[src/rtl/rtc_seq_pkg.sv]
// Shared constants and format conversions for the second-update sequencer.
// Assumes the values passed in are already within range for their field.
package rtc_seq_pkg;

    localparam logic [2:0] OSC_RUN = 3'b010;

    typedef enum logic [1:0] {
        SEL_SEC  = 2'd0,
        SEL_MIN  = 2'd1,
        SEL_HOUR = 2'd2,
        SEL_DOW  = 2'd3
    } time_sel_e;

    // Encode a 0..99 value as binary or packed BCD.
    function automatic logic [7:0] enc_num(input logic [6:0] v, input logic bin);
        logic [3:0] tens, units;
        tens  = 4'(v / 7'd10);
        units = 4'(v % 7'd10);
        return bin ? {1'b0, v} : {tens, units};
    endfunction

    // Decode a binary or packed BCD byte into a plain value.
    function automatic logic [7:0] dec_num(input logic [7:0] b, input logic bin);
        return bin ? b : ({4'd0, b[7:4]} * 8'd10 + {4'd0, b[3:0]});
    endfunction

    // Encode an hour 0..23 in the selected number and hour form.
    function automatic logic [7:0] enc_hour(input logic [4:0] h, input logic bin,
                                            input logic h24);
        logic [7:0] r;
        logic       pm;
        pm = (h >= 5'd12);
        if (h24) begin
            r = enc_num({2'b00, h}, bin);
        end else begin
            r = enc_num({2'b00, pm ? h - 5'd12 : h}, bin);
            r[7] = pm;
        end
        return r;
    endfunction

    // Decode an hour byte into 0..23; out-of-range values fall back to 0.
    function automatic logic [4:0] dec_hour(input logic [7:0] b, input logic bin,
                                            input logic h24);
        logic [7:0] v;
        if (h24) begin
            v = dec_num(b, bin);
        end else begin
            v = dec_num({1'b0, b[6:0]}, bin);
            if (v >= 8'd12) v = v - 8'd12;
            if (b[7]) v = v + 8'd12;
        end
        return (v > 8'd23) ? 5'd0 : v[4:0];
    endfunction

endpackage

[src/rtl/rtc_tick_divider.sv]
// Second divider and update-window sequencer.
// Counts tick_en pulses; at each wrap it opens the UIP window, and UIP_TICKS
// ticks later it issues a one-clock update strobe. The window closes on the
// edge after the strobe. Assumes UIP_TICKS < TICKS_PER_SEC.
module rtc_tick_divider #(
    parameter int TICKS_PER_SEC = 32768,
    parameter int UIP_TICKS     = 8
) (
    input  logic clk,
    input  logic rst_n,
    input  logic tick_en,
    input  logic osc_ok,
    input  logic hold,
    output logic uip_o,
    output logic upd_o
);
    localparam int CW = $clog2(TICKS_PER_SEC);
    localparam int DW = $clog2(UIP_TICKS + 1);
    localparam logic [CW-1:0] LAST_CNT = CW'(TICKS_PER_SEC - 1);
    localparam logic [DW-1:0] LAST_DLY = DW'(UIP_TICKS - 1);

    logic [CW-1:0] cnt_q;
    logic [DW-1:0] dly_q;
    logic          uip_q, upd_q;
    logic          wrap;

    assign wrap = (cnt_q == LAST_CNT);

    // Divide the timebase, open/close the UIP window, strobe the update.
    always_ff @(posedge clk) begin
        if (!rst_n) begin
            cnt_q <= '0;
            dly_q <= '0;
            uip_q <= 1'b0;
            upd_q <= 1'b0;
        end else begin
            upd_q <= 1'b0;
            if (!osc_ok) begin
                cnt_q <= '0;
                dly_q <= '0;
                uip_q <= 1'b0;
            end else begin
                if (tick_en) cnt_q <= wrap ? '0 : cnt_q + 1'b1;
                if (upd_q) begin
                    uip_q <= 1'b0;
                end else if (uip_q && hold) begin
                    uip_q <= 1'b0;
                    dly_q <= '0;
                end else if (tick_en) begin
                    if (uip_q) begin
                        if (dly_q == LAST_DLY) begin
                            upd_q <= 1'b1;
                            dly_q <= '0;
                        end else begin
                            dly_q <= dly_q + 1'b1;
                        end
                    end else if (wrap && !hold) begin
                        uip_q <= 1'b1;
                        dly_q <= '0;
                    end
                end
            end
        end
    end

    assign uip_o = uip_q;
    assign upd_o = upd_q;

    AST_OSC_HALTS_UIP: assert property (@(posedge clk) disable iff (!rst_n)
        !osc_ok |=> !uip_o);
    AST_UPD_INSIDE_UIP: assert property (@(posedge clk) disable iff (!rst_n)
        upd_o |-> uip_o);
    AST_UIP_FALLS_AFTER_UPD: assert property (@(posedge clk) disable iff (!rst_n)
        upd_o |=> !uip_o);
endmodule

[src/rtl/rtc_time_core.sv]
// Binary time registers with rollover and host loading.
// Holds seconds, minutes, hours (0..23) and day-of-week (1..7) in binary;
// advances on the update strobe, loads a decoded host byte on write.
module rtc_time_core
    import rtc_seq_pkg::*;
(
    input  logic       clk,
    input  logic       rst_n,
    input  logic       advance,
    input  logic       load_en,
    input  logic [1:0] load_sel,
    input  logic [7:0] load_data,
    input  logic       cfg_binary,
    input  logic       cfg_h24,
    output logic [5:0] sec_q,
    output logic [5:0] min_q,
    output logic [4:0] hour_q,
    output logic [2:0] dow_q,
    output logic [5:0] nxt_sec,
    output logic [5:0] nxt_min,
    output logic [4:0] nxt_hour
);
    logic [2:0] nxt_dow;
    logic       s_wrap, m_wrap, h_wrap;
    logic [7:0] dv;
    logic [4:0] dh;

    // Next-second time with cascaded carries.
    always_comb begin
        s_wrap   = (sec_q >= 6'd59);
        m_wrap   = s_wrap && (min_q >= 6'd59);
        h_wrap   = m_wrap && (hour_q >= 5'd23);
        nxt_sec  = s_wrap ? 6'd0 : sec_q + 6'd1;
        nxt_min  = s_wrap ? ((min_q >= 6'd59) ? 6'd0 : min_q + 6'd1) : min_q;
        nxt_hour = m_wrap ? ((hour_q >= 5'd23) ? 5'd0 : hour_q + 5'd1) : hour_q;
        nxt_dow  = h_wrap ? ((dow_q >= 3'd7) ? 3'd1 : dow_q + 3'd1) : dow_q;
        dv       = dec_num(load_data, cfg_binary);
        dh       = dec_hour(load_data, cfg_binary, cfg_h24);
    end

    // Time registers: reset, host load, or advance.
    always_ff @(posedge clk) begin
        if (!rst_n) begin
            sec_q  <= '0;
            min_q  <= '0;
            hour_q <= '0;
            dow_q  <= 3'd1;
        end else if (load_en) begin
            unique case (time_sel_e'(load_sel))
                SEL_SEC:  sec_q  <= (dv > 8'd59) ? 6'd0 : dv[5:0];
                SEL_MIN:  min_q  <= (dv > 8'd59) ? 6'd0 : dv[5:0];
                SEL_HOUR: hour_q <= dh;
                SEL_DOW:  dow_q  <= (dv == 8'd0 || dv > 8'd7) ? 3'd1 : dv[2:0];
            endcase
        end else if (advance) begin
            sec_q  <= nxt_sec;
            min_q  <= nxt_min;
            hour_q <= nxt_hour;
            dow_q  <= nxt_dow;
        end
    end

    AST_SEC_IN_RANGE: assert property (@(posedge clk) disable iff (!rst_n)
        sec_q < 6'd60 && min_q < 6'd60);
    AST_HOUR_IN_RANGE: assert property (@(posedge clk) disable iff (!rst_n)
        hour_q < 5'd24 && dow_q != 3'd0);
endmodule

[src/rtl/rtc_fmt_render.sv]
// Renders binary seconds, minutes and hours into output bytes in the
// selected number format and hour form. Purely combinational.
module rtc_fmt_render
    import rtc_seq_pkg::*;
(
    input  logic [5:0] sec,
    input  logic [5:0] min,
    input  logic [4:0] hour,
    input  logic       cfg_binary,
    input  logic       cfg_h24,
    output logic [7:0] sec_b,
    output logic [7:0] min_b,
    output logic [7:0] hour_b
);
    // Format each field.
    always_comb begin
        sec_b  = enc_num({1'b0, sec}, cfg_binary);
        min_b  = enc_num({1'b0, min}, cfg_binary);
        hour_b = enc_hour(hour, cfg_binary, cfg_h24);
    end
endmodule

[src/rtl/rtc_alarm_match.sv]
// Compares N alarm bytes against N time bytes; a byte with bits 7:6 = 2'b11
// matches anything. Output is 1 only if every byte matches.
module rtc_alarm_match #(
    parameter int N_FIELDS = 3
) (
    input  logic [N_FIELDS-1:0][7:0] alarm_b,
    input  logic [N_FIELDS-1:0][7:0] time_b,
    output logic                     match
);
    logic [N_FIELDS-1:0] hit;

    for (genvar i = 0; i < N_FIELDS; i++) begin : g_field
        // Per-field exact or wildcard match.
        assign hit[i] = (alarm_b[i][7:6] == 2'b11) || (alarm_b[i] == time_b[i]);
    end

    assign match = &hit;
endmodule

[src/rtl/rtc_second_sequencer.sv]
// Once-per-second update sequencer of a real-time clock.
// Ties the divider, binary time core, format renderers and alarm matcher,
// and registers the flag set pulses in the clock the new time appears.
module rtc_second_sequencer
    import rtc_seq_pkg::*;
#(
    parameter int TICKS_PER_SEC = 32768,
    parameter int UIP_TICKS     = 8
) (
    input  logic       clk,
    input  logic       rst_n,
    input  logic       tick_en,
    input  logic [2:0] osc_sel,
    input  logic       cfg_freeze,
    input  logic       cfg_alarm_en,
    input  logic       cfg_upd_en,
    input  logic       cfg_binary,
    input  logic       cfg_h24,
    input  logic [7:0] alm_sec,
    input  logic [7:0] alm_min,
    input  logic [7:0] alm_hour,
    input  logic       wr_en,
    input  logic [1:0] wr_sel,
    input  logic [7:0] wr_data,
    output logic [7:0] sec_o,
    output logic [7:0] min_o,
    output logic [7:0] hour_o,
    output logic [7:0] dow_o,
    output logic       uip_o,
    output logic       alarm_set_o,
    output logic       update_set_o,
    output logic       irq_set_o
);
    localparam int N_ALARM = 3;

    logic       upd, advance, match;
    logic [5:0] sec_q, min_q, nxt_sec, nxt_min;
    logic [4:0] hour_q, nxt_hour;
    logic [2:0] dow_q;
    logic [7:0] n_sec_b, n_min_b, n_hour_b;
    logic       alarm_q, updf_q;

    rtc_tick_divider #(
        .TICKS_PER_SEC(TICKS_PER_SEC),
        .UIP_TICKS    (UIP_TICKS)
    ) u_div (
        .clk    (clk),
        .rst_n  (rst_n),
        .tick_en(tick_en),
        .osc_ok (osc_sel == OSC_RUN),
        .hold   (cfg_freeze),
        .uip_o  (uip_o),
        .upd_o  (upd)
    );

    assign advance = upd && !cfg_freeze;

    rtc_time_core u_core (
        .clk       (clk),
        .rst_n     (rst_n),
        .advance   (advance),
        .load_en   (wr_en && cfg_freeze),
        .load_sel  (wr_sel),
        .load_data (wr_data),
        .cfg_binary(cfg_binary),
        .cfg_h24   (cfg_h24),
        .sec_q     (sec_q),
        .min_q     (min_q),
        .hour_q    (hour_q),
        .dow_q     (dow_q),
        .nxt_sec   (nxt_sec),
        .nxt_min   (nxt_min),
        .nxt_hour  (nxt_hour)
    );

    rtc_fmt_render u_cur_fmt (
        .sec(sec_q), .min(min_q), .hour(hour_q),
        .cfg_binary(cfg_binary), .cfg_h24(cfg_h24),
        .sec_b(sec_o), .min_b(min_o), .hour_b(hour_o)
    );

    rtc_fmt_render u_nxt_fmt (
        .sec(nxt_sec), .min(nxt_min), .hour(nxt_hour),
        .cfg_binary(cfg_binary), .cfg_h24(cfg_h24),
        .sec_b(n_sec_b), .min_b(n_min_b), .hour_b(n_hour_b)
    );

    assign dow_o = enc_num({4'd0, dow_q}, cfg_binary);

    rtc_alarm_match #(.N_FIELDS(N_ALARM)) u_alarm (
        .alarm_b({alm_hour, alm_min, alm_sec}),
        .time_b ({n_hour_b, n_min_b, n_sec_b}),
        .match  (match)
    );

    // Flag set pulses, registered with the time so both appear together.
    always_ff @(posedge clk) begin
        if (!rst_n) begin
            alarm_q <= 1'b0;
            updf_q  <= 1'b0;
        end else begin
            alarm_q <= advance && cfg_alarm_en && match;
            updf_q  <= advance && cfg_upd_en;
        end
    end

    assign alarm_set_o  = alarm_q;
    assign update_set_o = updf_q;
    assign irq_set_o    = alarm_q || updf_q;

    AST_FREEZE_NO_FLAGS: assert property (@(posedge clk) disable iff (!rst_n)
        cfg_freeze |=> !alarm_set_o && !update_set_o);
    AST_ALARM_GATED: assert property (@(posedge clk) disable iff (!rst_n)
        alarm_set_o |-> $past(cfg_alarm_en));
    AST_UPD_FLAG_GATED: assert property (@(posedge clk) disable iff (!rst_n)
        update_set_o |-> $past(cfg_upd_en));
    AST_FLAG_ONE_CLOCK: assert property (@(posedge clk) disable iff (!rst_n)
        update_set_o |=> !update_set_o);
endmodule

[config.mk]
export PLATFORM = sky130hd
export DESIGN_NAME = rtc_second_sequencer
export DESIGN_NICKNAME = d
export VERILOG_FILES = /design/src/rtl/rtc_seq_pkg.sv /design/src/rtl/rtc_tick_divider.sv /design/src/rtl/rtc_time_core.sv /design/src/rtl/rtc_fmt_render.sv /design/src/rtl/rtc_alarm_match.sv /design/src/rtl/rtc_second_sequencer.sv
export SDC_FILE = /design/constraint.sdc
export NUM_CORES = 1
export LEC_CHECK = 0
export BUFFER_PORTS_ARGS = -buffer_cell sky130_fd_sc_hd__buf_2
export CAP_MARGIN = 5
export CORE_ASPECT_RATIO = 1.5
export CORE_MARGIN = 3
export CORE_UTILIZATION = 55
export DETAILED_ROUTE_END_ITERATION = 8
export PLACE_DENSITY = 0.76
export SYNTH_ARGS = -nofsm -noshare
export SYNTH_HDL_FRONTEND = slang
export SYNTH_HIERARCHICAL = 1
export SYNTH_SLANG_ARGS = --single-unit
[constraint.sdc]
create_clock -name clk -period 8.9 [get_ports clk]
set_input_delay 0.445 -clock clk [delete_from_list [all_inputs] [get_ports clk]]
set_output_delay 0.445 -clock clk [all_outputs]
set_load 0.02 [all_outputs]
==> summary by stage <==
Synth
After synthesis, the share of flip-flops with an asynchronous set or reset is 0%. The predominant post-synthesis flop cell is dfxtp_1. Yosys mapped the design onto between 100 and 150 distinct sky130hd cell types. The number of register bits inferred by synthesis is 43. The fraction of the yosys area taken by sequential cells is between 10% and 20%. The gate count of the mapped netlist is 927. The synthesized design contains 0 enable-type register cells. The mapped netlist covers around 6800 um2. Dividing the synthesized area by the synthesized cell count gives between 7 and 8 um2.

The Yosys step of the flow raised 6 warnings.

Setup path
STA puts the critical path data arrival time at 6.59 ns. The gate family responsible for the most delay along the worst path is simple AND/OR/NAND/NOR gates. The length in cells of the worst reg-to-reg path is 24.

The worst flop-to-flop path startpoint is u_core/sec_q[3]. The slowest stage of the critical path is the dfxtp_1 cell. At the worst endpoint, the required time is ~9.1 ns. The kind of start point of the critical path is a flip-flop. The buffers plus inverters on the worst setup path is 1. The endpoint of the lowest-slack register-to-register path is alarm_set_o. The worst stage delay on the critical path is about 0.67 ns. The worst setup path is of the reg -> reg kind.

For flop-to-flop paths, the worst setup slack is about 2.5 ns. The critical path goes through o2111a_1, and2_1, nand2_1, nor3_1, a21o_1, ha_1, nor3b_2, or4_1, and2_1, ha_1, inv_1, nor3_1, a21oi_1, o311ai_0, ha_1, a31oi_1, nand2_1, nand2_1, mux4_2, xor2_1, nor4_1, a22oi_1, nor3_2, and4_1. The maximum fanout count along the critical path is 20.

The worst setup path is captured at a flip-flop.

STA
For this run, the top clock speed supported by timing is approximately 0.16 GHz. The number of max-slew violations in the final report is 0. The number of failing hold endpoints at the final stage is 0.

Measured against its own limit, the worst slew margin works out to a little under two fifths. Subtracting the final worst setup slack from the clock period gives roughly 6.4 ns. Setup repair after global routing left no endpoint under its margin.

The slew at the pin with the worst max-slew slack is between 0.9 and 1 ns. Dividing the final minimum period by the clock period gives 71.5%. Setup violations remaining at the end of the flow were counted as 0. For the final database, setup skew stands at approximately 0.0036 ns. Adding up every negative setup slack in the final design gives 0 ns.

Clock tree
The number of levels the H-tree was split into is 2. The clock latency at the later pin of the worst-skew pair is ~0.28 ns. The post-cts resize count is 0. The number of buffers created by CTS is 5. TritonCTS built the clock tree. The number of sinks on the clock net is 43. The largest buffer count on any clock path is 2. CTS placed an instance of clkbuf_16 at the clock tree root. The clock transition time at the flip-flop clock pins of the worst setup and hold paths is roughly 0.060 ns. Hold repair after CTS inserted 0 buffers. After clock tree synthesis, the setup repair step added 0 buffers.

Drt
For this block, the initial DRC count from the detailed router was approximately 490. In the routed design, unresolved DRC markers number 0. Summed over all layers, the routed wires come to 18.2 mm.

The number of nets with antenna violations after routing is 0. The routed layout has 7103 vias. In the final routed layout, each cell accounts on average for between 15 and 20 um. Before antenna repair, the detailed router went through 6 iterations. The detailed-route vias per instance is 6.43.

Placement
The number of buffer cells added on primary ports is 73. The HPWL after detailed placement is between 10 and 15 mm. Routability-driven placement finished with a final weighted congestion of about 0.93.

Floorplanning
The height of the die is around 140 um. The number of placement rows is 49. The width of the die is 97.0 um. For this configuration, the core starts out at a cell density of between 50% and 60%.

During I/O placement, the number of pins put on the boundary was approximately 80. The floorplan step defined a die boundary enclosing approximately 14000 um2. The area of the core is ~12000 um2.

Worst hold path
Counting instances, the worst hold path has a depth of 2. The worst hold path belongs to the class in -> reg. In this run the most critical hold path is launched from cfg_upd_en. The capture endpoint of the worst hold path is update_set_o.

Status
The flow ran to the end, and the final reports show no timing, DRC or antenna violations.

Global route
The via count of the first global-routing pass is around 6400. Entering global routing, the biggest net connects approximately 70 pins. The number of antenna violations at the first check in global routing is 0. The leftover overflow at the end of global routing is 0. The first global-routing pass estimated just over 30 mm of wire.

Global routing used about 25% of the available tracks.

Pwr
In this run the power density over the cells is roughly 86 nW/um2. In this run the static leakage power is ~2.9 nW. Across the VDD grid, the largest voltage drop is 0.0813 mV.

Final layout
The antenna cell count is 0. Of the cells placed in the final design, the portion with a size suffix greater than 1 is between 15 and 20%. The synthesis-to-layout area growth is 5.00%. The count of fill cells added during filler insertion is roughly 1100. The final net count is 1039. Once layout is complete, the utilization of the core stands at 59.4%.

Flow run
Across the run, the number of max-cap violations was 0.
-- area by class of cell --
class                           count  area (um2)  share of cell area [%]
Inverter                           46         173                    2.41
Multi-Input combinational cell    774        5390                    75.1
Clock inverter                      1        5.00                  0.0698
Sequential cell                    43         861                    12.0
Timing Repair Buffer               81         425                    5.93
Tap cell                          153         191                    2.67
Clock buffer                        7         133                    1.85
-- worst max-delay path by stage --
stage / to / depth (start not counted) / slack [ns] / start
6_report: alarm_set_o / 24 / 2.54 / u_core/sec_q[3]
5_1_grt: alarm_set_o / 24 / 1.88 / u_core/sec_q[3]
4_1_cts: alarm_set_o / 24 / 2.64 / u_core/sec_q[2]
3_5_place_dp: alarm_set_o / 24 / 2.68 / u_core/sec_q[2]
3_3_place_gp: alarm_set_o / 24 / 2.91 / u_core/sec_q[3]
2_1_floorplan: alarm_set_o / 28 / 3.41 / u_core/sec_q[0]
-- logic make-up (layout without fill, tap and decap cells) --
logic type               Yosys count  count (layout)  share of synthesized area [%]
other                              3              11                          0.165
buffers and inverters            118             135                           9.01
AND/OR/NAND/NOR                  347             347                           27.5
XOR/XNOR                          48              48                           6.15
flip-flops                        43              43                           12.6
AO/OA/AOI/OAI                    305             305                           33.0
adder cells (fa/ha/maj)           46              46                           8.50
multiplexers                      17              17                           3.15
-- flip-flops by register name, summed over array words and instances (netlist names) --
register / count
u_div/cnt_q: 15
u_core/min_q: 6
u_core/sec_q: 6
u_core/hour_q: 5
u_div/dly_q: 4
u_core/dow_q: 3
alarm_set_o: 1
u_div/uip_o: 1
u_div/upd_o: 1
update_set_o: 1
-- Yosys cell counts (all sizes together), types with 11 or more instances --
cell type | count | area, um2
nor3 | 20 | 110
a211oi | 13 | 120
a31oi | 24 | 150
xor2 | 29 | 254
ha | 40 | 500
xnor2 | 19 | 166
nor2b | 18 | 120
nor2 | 93 | 349
o21ai | 65 | 329
inv | 44 | 165
a22oi | 12 | 95.1
dfxtp | 43 | 861
o31ai | 12 | 90.1
nand2b | 11 | 68.8
nor3b | 23 | 188
clkbuf | 32 | 120
nor4 | 18 | 113
a21o | 15 | 114
buf | 39 | 290
a21oi | 58 | 298
nand2 | 70 | 265
nand3 | 28 | 140
-- layout by cell type (no fill, tap or decap), types with 11 or more instances in the layout --
cell	netlist	routed
o21ai_0	59	59
xor2_1	29	29
conb_1	3	11
a31oi_1	24	24
nor4_1	18	18
nand2b_1	11	11
nor3_1	18	18
nor3b_1	20	20
nor2b_1	17	17
xnor2_1	19	19
nand3_1	28	28
inv_1	42	42
buf_2	10	73
a21oi_1	56	56
nand2_1	69	69
ha_1	40	40
a22oi_1	11	11
o31ai_1	12	12
dfxtp_1	43	43
a21o_1	14	14
nor2_1	93	93
-- metal layers --
metal	wire length, um	up-vias	global-route usage (%)
met4	416	0	9.47
met5	0	-	0
li1	-	3494	-
met3	874	30	2.50
met2	9110	232	45.4
met1	7810	3347	31.5
-- stage by stage --
step / total power [W] / instances / worst slack, ns / cell area [um2] / hold slack [ns]
CTS: 0.000615 / 1105 / 2.64 / 7170 / 0.424
finish: 0.000614 / 1105 / 2.54 / 7170 / 0.429
global placement: 0.000435 / 1097 / 2.91 / 7040 / 0.444
global route: 0.000649 / 1105 / 1.88 / 7170 / 0.423
detailed placement: 0.000437 / 1097 / 2.68 / 7040 / 0.451
floorplan: 0.000389 / 935 / 3.41 / 6860 / 0.435
-- report_power, final --
group / switching, W / internal, W
clock network: 0.0000723 / 0.000104
logic: 0.000145 / 0.0000891
registers: 0.00000874 / 0.000195
total: 0.000226 / 0.000388
(Power assumes the default switching activity.)
